[config.mk]
export PLATFORM = sky130hd
export DESIGN_NAME = folded_biquad
export DESIGN_NICKNAME = d
export VERILOG_FILES = /design/src/rtl/folded_biquad_pkg.sv /design/src/rtl/fb_regfile.sv /design/src/rtl/fb_ctrl.sv /design/src/rtl/fb_cmul.sv /design/src/rtl/fb_sat_add.sv /design/src/rtl/folded_biquad.sv
export SDC_FILE = /design/constraint.sdc
export NUM_CORES = 1
export LEC_CHECK = 0
export BUFFER_PORTS_ARGS = -buffer_cell sky130_fd_sc_hd__buf_2
export CAP_MARGIN = 20
export CORE_ASPECT_RATIO = 0.75
export CORE_MARGIN = 2
export CORE_UTILIZATION = 59
export DETAILED_ROUTE_END_ITERATION = 8
export PLACE_DENSITY = 0.83
export SLEW_MARGIN = 15
export SYNTH_ARGS = -nofsm -noshare
export SYNTH_HDL_FRONTEND = slang
export SYNTH_SLANG_ARGS = --single-unit
[constraint.sdc]
create_clock -name clk_i -period 7.1 [get_ports clk_i]
set_clock_uncertainty 0.05 [all_clocks]
set_input_delay 2.13 -clock clk_i [delete_from_list [all_inputs] [get_ports clk_i]]
set_output_delay 2.13 -clock clk_i [all_outputs]
set_load 0.005 [all_outputs]
[src/rtl/folded_biquad_pkg.sv]
package folded_biquad_pkg;

  typedef enum logic [1:0] {
    STEP_0 = 2'd0,
    STEP_1 = 2'd1,
    STEP_2 = 2'd2,
    STEP_3 = 2'd3
  } step_e;

  // adder operand pairing per step
  typedef enum logic [1:0] {
    ADD_PRD_MUL = 2'd0, // stored product + fresh product
    ADD_ST_ACC  = 2'd1, // stored state + accumulator
    ADD_MUL_PRD = 2'd2, // fresh product + stored product
    ADD_IN_ACC  = 2'd3  // input sample + accumulator
  } add_mode_e;

  typedef enum logic [1:0] {
    CF_A1 = 2'd0,
    CF_A2 = 2'd1,
    CF_B1 = 2'd2,
    CF_B2 = 2'd3
  } coef_e;

endpackage

[src/rtl/fb_regfile.sv]
module fb_regfile #(
  parameter int W     = 16,
  parameter int DEPTH = 2,
  localparam int AW   = (DEPTH > 1) ? $clog2(DEPTH) : 1
) (
  input  logic                clk_i,
  input  logic                rst_ni,
  input  logic                we_i,
  input  logic [AW-1:0]       waddr_i,
  input  logic signed [W-1:0] wdata_i,
  input  logic [AW-1:0]       raddr_i,
  output logic signed [W-1:0] rdata_o
);

  logic signed [W-1:0] mem_q [DEPTH];

  for (genvar g = 0; g < DEPTH; g++) begin : g_ent
    always_ff @(posedge clk_i or negedge rst_ni) begin
      if (!rst_ni)                           mem_q[g] <= '0;
      else if (we_i && waddr_i == AW'(g))   mem_q[g] <= wdata_i;
    end
  end

  always_comb begin
    rdata_o = '0;
    for (int i = 0; i < DEPTH; i++)
      if (raddr_i == AW'(i)) rdata_o = mem_q[i];
  end

endmodule

[src/rtl/fb_ctrl.sv]
module fb_ctrl
  import folded_biquad_pkg::*;
(
  input  logic      clk_i,
  input  logic      rst_ni,
  output logic      strobe_o,
  output logic      mul_from_acc_o,
  output coef_e     coef_sel_o,
  output add_mode_e add_mode_o,
  output logic      m0_we_o,
  output logic      m0_waddr_o,
  output logic      m0_raddr_o,
  output logic      m1_we_o,
  output logic      y_load_o
);

  step_e step_q;
  logic  par_q; // which state slot holds the newest w

  always_ff @(posedge clk_i or negedge rst_ni) begin
    if (!rst_ni) begin
      step_q <= STEP_0;
      par_q  <= 1'b0;
    end else begin
      step_q <= step_e'(step_q + 2'd1);
      if (step_q == STEP_3) par_q <= ~par_q;
    end
  end

  always_comb begin
    strobe_o       = 1'b0;
    mul_from_acc_o = 1'b0;
    coef_sel_o     = CF_A1;
    add_mode_o     = ADD_PRD_MUL;
    m0_we_o        = 1'b0;
    m0_waddr_o     = par_q;
    m0_raddr_o     = par_q;
    m1_we_o        = 1'b0;
    y_load_o       = 1'b0;
    unique case (step_q)
      STEP_0: begin // new w on accumulator: store it, scale by a1
        mul_from_acc_o = 1'b1;
        coef_sel_o     = CF_A1;
        add_mode_o     = ADD_PRD_MUL;
        m0_we_o        = 1'b1;
      end
      STEP_1: begin // one read of w[n] feeds both units
        coef_sel_o = CF_B1;
        add_mode_o = ADD_ST_ACC;
        m1_we_o    = 1'b1;
      end
      STEP_2: begin
        coef_sel_o = CF_B2;
        add_mode_o = ADD_MUL_PRD;
        m0_raddr_o = ~par_q;
        y_load_o   = 1'b1;
      end
      STEP_3: begin
        coef_sel_o = CF_A2;
        add_mode_o = ADD_IN_ACC;
        m1_we_o    = 1'b1;
        strobe_o   = 1'b1;
      end
      default: ;
    endcase
  end

endmodule

[src/rtl/fb_cmul.sv]
module fb_cmul #(
  parameter int DATA_W = 16,
  parameter int COEF_W = 16,
  parameter int FRAC_W = 15,
  localparam int PW    = DATA_W + COEF_W
) (
  input  logic                     clk_i,
  input  logic                     rst_ni,
  input  logic signed [DATA_W-1:0] a_i,
  input  logic signed [COEF_W-1:0] c_i,
  output logic signed [DATA_W-1:0] p_o
);

  localparam logic signed [PW:0] HALF = (PW+1)'(1) <<< (FRAC_W - 1);

  logic signed [PW-1:0]     prod_q;
  logic signed [PW:0]       rnd;
  logic signed [PW:0]       shf;
  logic signed [DATA_W-1:0] sat;

  always_comb begin
    rnd = (PW+1)'(prod_q) + HALF;
    shf = rnd >>> FRAC_W;
    if ((&shf[PW:DATA_W-1]) || !(|shf[PW:DATA_W-1])) sat = shf[DATA_W-1:0];
    else if (shf[PW])                                 sat = {1'b1, {(DATA_W-1){1'b0}}};
    else                                              sat = {1'b0, {(DATA_W-1){1'b1}}};
  end

  always_ff @(posedge clk_i or negedge rst_ni) begin
    if (!rst_ni) begin
      prod_q <= '0;
      p_o    <= '0;
    end else begin
      prod_q <= PW'(a_i) * PW'(c_i);
      p_o    <= sat;
    end
  end

endmodule

[src/rtl/fb_sat_add.sv]
module fb_sat_add #(
  parameter int DATA_W = 16
) (
  input  logic                     clk_i,
  input  logic                     rst_ni,
  input  logic signed [DATA_W-1:0] a_i,
  input  logic signed [DATA_W-1:0] b_i,
  output logic signed [DATA_W-1:0] s_o
);

  logic signed [DATA_W:0]   sum;
  logic signed [DATA_W-1:0] sat;

  always_comb begin
    sum = (DATA_W+1)'(a_i) + (DATA_W+1)'(b_i);
    if (sum[DATA_W] == sum[DATA_W-1]) sat = sum[DATA_W-1:0];
    else if (sum[DATA_W])             sat = {1'b1, {(DATA_W-1){1'b0}}};
    else                              sat = {1'b0, {(DATA_W-1){1'b1}}};
  end

  always_ff @(posedge clk_i or negedge rst_ni) begin
    if (!rst_ni) s_o <= '0;
    else         s_o <= sat;
  end

endmodule

[src/rtl/folded_biquad.sv]
module folded_biquad
  import folded_biquad_pkg::*;
#(
  parameter int DATA_W  = 16,
  parameter int COEF_W  = 16,
  parameter int FRAC_W  = 15,
  parameter int COEF_A1 = 6554,
  parameter int COEF_A2 = 13107,
  parameter int COEF_B1 = 9830,
  parameter int COEF_B2 = 19661
) (
  input  logic                     clk_i,
  input  logic                     rst_ni,
  input  logic signed [DATA_W-1:0] x_i,
  output logic signed [DATA_W-1:0] y_o,
  output logic                     strobe_o
);

  localparam int ST_DEPTH  = 2; // w[n] and w[n-1]
  localparam int PRD_DEPTH = 1; // the two waiting products never overlap

  logic      mul_from_acc, m0_we, m0_waddr, m0_raddr, m1_we, y_load;
  coef_e     coef_sel;
  add_mode_e add_mode;

  logic signed [DATA_W-1:0] acc_q, mul_q, st_rd, prd_rd;
  logic signed [DATA_W-1:0] mul_a, add_a, add_b;
  logic signed [COEF_W-1:0] mul_c;

  fb_ctrl u_ctrl (
    .clk_i          (clk_i),
    .rst_ni         (rst_ni),
    .strobe_o       (strobe_o),
    .mul_from_acc_o (mul_from_acc),
    .coef_sel_o     (coef_sel),
    .add_mode_o     (add_mode),
    .m0_we_o        (m0_we),
    .m0_waddr_o     (m0_waddr),
    .m0_raddr_o     (m0_raddr),
    .m1_we_o        (m1_we),
    .y_load_o       (y_load)
  );

  fb_regfile #(.W(DATA_W), .DEPTH(ST_DEPTH)) u_state_mem (
    .clk_i   (clk_i),
    .rst_ni  (rst_ni),
    .we_i    (m0_we),
    .waddr_i (m0_waddr),
    .wdata_i (acc_q),
    .raddr_i (m0_raddr),
    .rdata_o (st_rd)
  );

  fb_regfile #(.W(DATA_W), .DEPTH(PRD_DEPTH)) u_prod_mem (
    .clk_i   (clk_i),
    .rst_ni  (rst_ni),
    .we_i    (m1_we),
    .waddr_i (1'b0),
    .wdata_i (mul_q),
    .raddr_i (1'b0),
    .rdata_o (prd_rd)
  );

  always_comb begin
    mul_a = mul_from_acc ? acc_q : st_rd;
    unique case (coef_sel)
      CF_A1:   mul_c = COEF_W'(COEF_A1);
      CF_A2:   mul_c = COEF_W'(COEF_A2);
      CF_B1:   mul_c = COEF_W'(COEF_B1);
      default: mul_c = COEF_W'(COEF_B2);
    endcase
  end

  fb_cmul #(.DATA_W(DATA_W), .COEF_W(COEF_W), .FRAC_W(FRAC_W)) u_cmul (
    .clk_i  (clk_i),
    .rst_ni (rst_ni),
    .a_i    (mul_a),
    .c_i    (mul_c),
    .p_o    (mul_q)
  );

  always_comb begin
    unique case (add_mode)
      ADD_PRD_MUL: begin add_a = prd_rd; add_b = mul_q;  end
      ADD_ST_ACC:  begin add_a = st_rd;  add_b = acc_q;  end
      ADD_MUL_PRD: begin add_a = mul_q;  add_b = prd_rd; end
      default:     begin add_a = x_i;    add_b = acc_q;  end
    endcase
  end

  fb_sat_add #(.DATA_W(DATA_W)) u_add (
    .clk_i  (clk_i),
    .rst_ni (rst_ni),
    .a_i    (add_a),
    .b_i    (add_b),
    .s_o    (acc_q)
  );

  always_ff @(posedge clk_i or negedge rst_ni) begin
    if (!rst_ni)     y_o <= '0;
    else if (y_load) y_o <= acc_q;
  end

endmodule

==> results.json <==
{
  "rrSetupSlack_ps": -30,
  "hold_viol": 0,
  "io_buffers": 34,
  "vias_per_cell": 6.39,
  "syn-num-nets": 1946,
  "synth-async-reset-ratio_pct": 100,
  "drcViolationCount": 0,
  "reg2reg_to": "u_cmul.prod_q[30]",
  "wl_um": 48900,
  "drive_gt1_share_pct": 24.1,
  "max_slew_margin_pct": 32.2,
  "syn_inst": 1594,
  "holdPathStages": 1,
  "worstSetupEndpointType": "flop",
  "worstPathRequired_ps": 7400,
  "drtIter0Drc": 2016,
  "netlist_area_um2": 15200,
  "setup_viol_count_final": 4,
  "hold_path_class": "flop to flop",
  "vias": 13357,
  "seq_area_frac_synth_pct": 19.2,
  "ys.flop_type": "dfrtp_1",
  "critPathKind": "flop to flop",
  "critPathArrivalTime_ps": 7430,
  "ant_nets": 0,
  "synthDistinctLibCells": 72,
  "dieWidth_um": 190,
  "violations": "negative setup slack",
  "drt_first_pass_iters": 9,
  "clock_latency_ps": 480,
  "yosysMostFrequentCell": "inv_1",
  "r2r-start": "u_ctrl.step_q[1]",
  "yosysTopAreaCell": "fa_1",
  "synth.ff_latch_count": 117,
  "htreeDepth": 4,
  "fmax_mhz": 140,
  "cts_inserted_buffers": 25,
  "grt.overflow.total": 0,
  "grt_pass1_vias": 13351,
  "synth_common_cells": "inv_1 (327), fa_1 (209), ha_1 (125)",
  "max-cap-violations": 0,
  "fin_ws_ps": -34.4,
  "worst_pin_slew_ps": 1010,
  "fin_crit_ps": 7130,
  "area_delta_synth_final_pct": 18.2,
  "yosysWarnings": 0,
  "final_net_count": 2098,
  "r2r_cells": 27,
  "io-pin-count": 35,
  "rsz0062_at_grt": "yes",
  "cts_hold_buf": 0,
  "cts_buffer_depth": 3,
  "synth_edf_count": 0,
  "core_area_um2": 25100,
  "grtUsageTotal_pct": 34.0,
  "initial_core_util_pct": 60.6,
  "grt_pass1_wl_um": 71000,
  "outcome": "complete, but fails checks",
  "syn_avg_cell_area_um2": 9.56,
  "fillers": 1608,
  "path_max_fanout": 6,
  "antenna_found_initial": 1,
  "dpl_cell_area_um2": 16500,
  "drv_slew": 0,
  "cts-root-buf": "clkbuf_16",
  "start_kind": "flop",
  "cts_tree": "yes",
  "core.rowCount": 50,
  "grt_start_max_net_pins": 81,
  "fin_area_um2": 18000,
  "synth.area.top_cells": "fa_1 (27%), dfrtp_1 (19%), ha_1 (10%)",
  "synth_top_cell_area_share_pct": 27.5,
  "dp_hpwl_um": 33600,
  "die_area_um2": 27100,
  "multi_input_area_um2": 11400,
  "die_h_um": 143,
  "hold-path-endpoint": "y_o[15]",
  "min_from": "y_o[15]",
  "fin_crit_sh_pct": 100,
  "clkSinkCount": 117,
  "gp_congestion": 0.977,
  "wl_per_cell_um": 23.4,
  "regArea_um2": 2930,
  "path_clk_slew_ps": 60
}
[flip-flops by register name, indices dropped and copies added, names as in the netlist]
| register | cells |
|---|---|
| u_state_mem.mem_q | 32 |
| u_cmul.prod_q | 18 |
| u_add.s_o | 16 |
| u_cmul.p_o | 16 |
| u_prod_mem.mem_q | 16 |
| y_o | 16 |
| u_ctrl.step_q | 2 |
| u_ctrl.m0_waddr_o | 1 |
[kinds of logic (layout without fill, tap and decap cells)]
family          Yosys count  in the layout  synth area share, %
compound gates          253            253                 11.0
xor+xnor                 69             69                 4.09
fa+ha+maj               337            337                 37.9
buf+inv                 390            546                 9.78
flops                   117            117                 19.2
mux                     122            122                 8.96
other cells               0              1                    0
simple gates            306            306                 8.99
[worst max-delay path, cell delays in order (launching register included)]
cell and delay [ps]:
dfrtp_1 440, ha_4 220, xor2_4 190, buf_4 160
buf_6 130, mux2_4 330, mux2i_4 310, buf_6 160
nor2_1 100, xor2_1 170, ha_1 320, inv_1 80
fa_1 430, fa_1 530, inv_1 100, fa_1 500
fa_1 530, inv_1 80, fa_1 480, inv_1 70
ha_4 230, o211ai_1 280, o21ai_2 110, a21oi_2 230
nor3_1 70, a21o_1 240, and4_1 160, or3_1 300
[layer usage]
layer	GRT usage, %	part of all wire (%)	vias to the layer above
met4	11.2	5.3	0
met1	46.0	37	6474
met3	7.20	12	282
li1	-	-	5459
met5	0	0	-
met2	55.2	46	1142
[cell type report]
type | count | share of cell area, %
Antenna cell | 1 | 0.0139
Multi-Input combinational cell | 1087 | 63.1
Clock inverter | 3 | 0.0834
Clock buffer | 28 | 3.70
Tap cell | 338 | 2.35
Sequential cell | 117 | 16.3
Timing Repair Buffer | 184 | 7.57
Inverter | 331 | 6.93
[cells in the final DEF, fill, tap and decap left out, drive strengths merged, types with 3 or more instances in the layout]
cell type / Yosys / final
inv: 329 / 329
fa: 209 / 209
buf: 18 / 184
ha: 125 / 125
dfrtp: 117 / 117
nand2: 107 / 107
nor2: 105 / 105
mux2: 93 / 93
o21ai: 72 / 72
a21oi: 64 / 64
xnor2: 38 / 38
xor2: 31 / 31
mux2i: 29 / 29
clkbuf: 41 / 28
a21o: 23 / 23
a22oi: 18 / 18
nand3: 16 / 16
a222oi: 15 / 15
nor3: 14 / 14
and3: 12 / 12
o21a: 10 / 10
nand4: 10 / 10
and2: 10 / 10
nand2b: 8 / 8
o211ai: 7 / 7
a211oi: 7 / 7
nor2b: 5 / 5
a31oi: 5 / 5
or3: 5 / 5
and4: 5 / 5
clkinv: 2 / 5
a21boi: 4 / 4
o21bai: 3 / 3
maj3: 3 / 3
or2: 3 / 3
[metrics by stage]
stage	instances	setup slack, ps	setup TNS, ps	utilization (%)	hold WS [ps]
global placement	2028	-45.7	-60.8	65.6	431
finish	2089	-34.4	-88.7	71.6	449
detailed placement	2028	-210	-841	65.6	442
floorplan	1594	13.9	0	-	424
global route	2089	-298	-2280	71.6	470
CTS	2068	1.06	0	69.2	454
[how the worst max path moves through the flow]
| stage | startpoint | endpoint | slack (ps) |
|---|---|---|---|
| 6_report | u_ctrl.step_q[1] | u_cmul.prod_q[30] | -30 |
| 5_1_grt | u_ctrl.step_q[0] | u_cmul.prod_q[27] | -300 |
| 4_1_cts | u_ctrl.step_q[0] | u_cmul.prod_q[30] | 1 |
| 3_5_place_dp | u_ctrl.step_q[0] | u_cmul.prod_q[27] | -210 |
| 3_3_place_gp | u_ctrl.step_q[0] | u_cmul.prod_q[30] | -50 |
| 2_1_floorplan | u_ctrl.step_q[0] | u_cmul.prod_q[30] | 10 |
[timing repair]
item                       in CTS  in global routing
pin swaps                      12                 54
buffers inserted                9                 19
setup endpoints to repair      11                 17
gates cloned                    0                  0
resized for setup              40                108
Power is left out: the tool's default activity adds up to more than one toggle a clock period on the data nets, which glitch-free logic cannot reach.
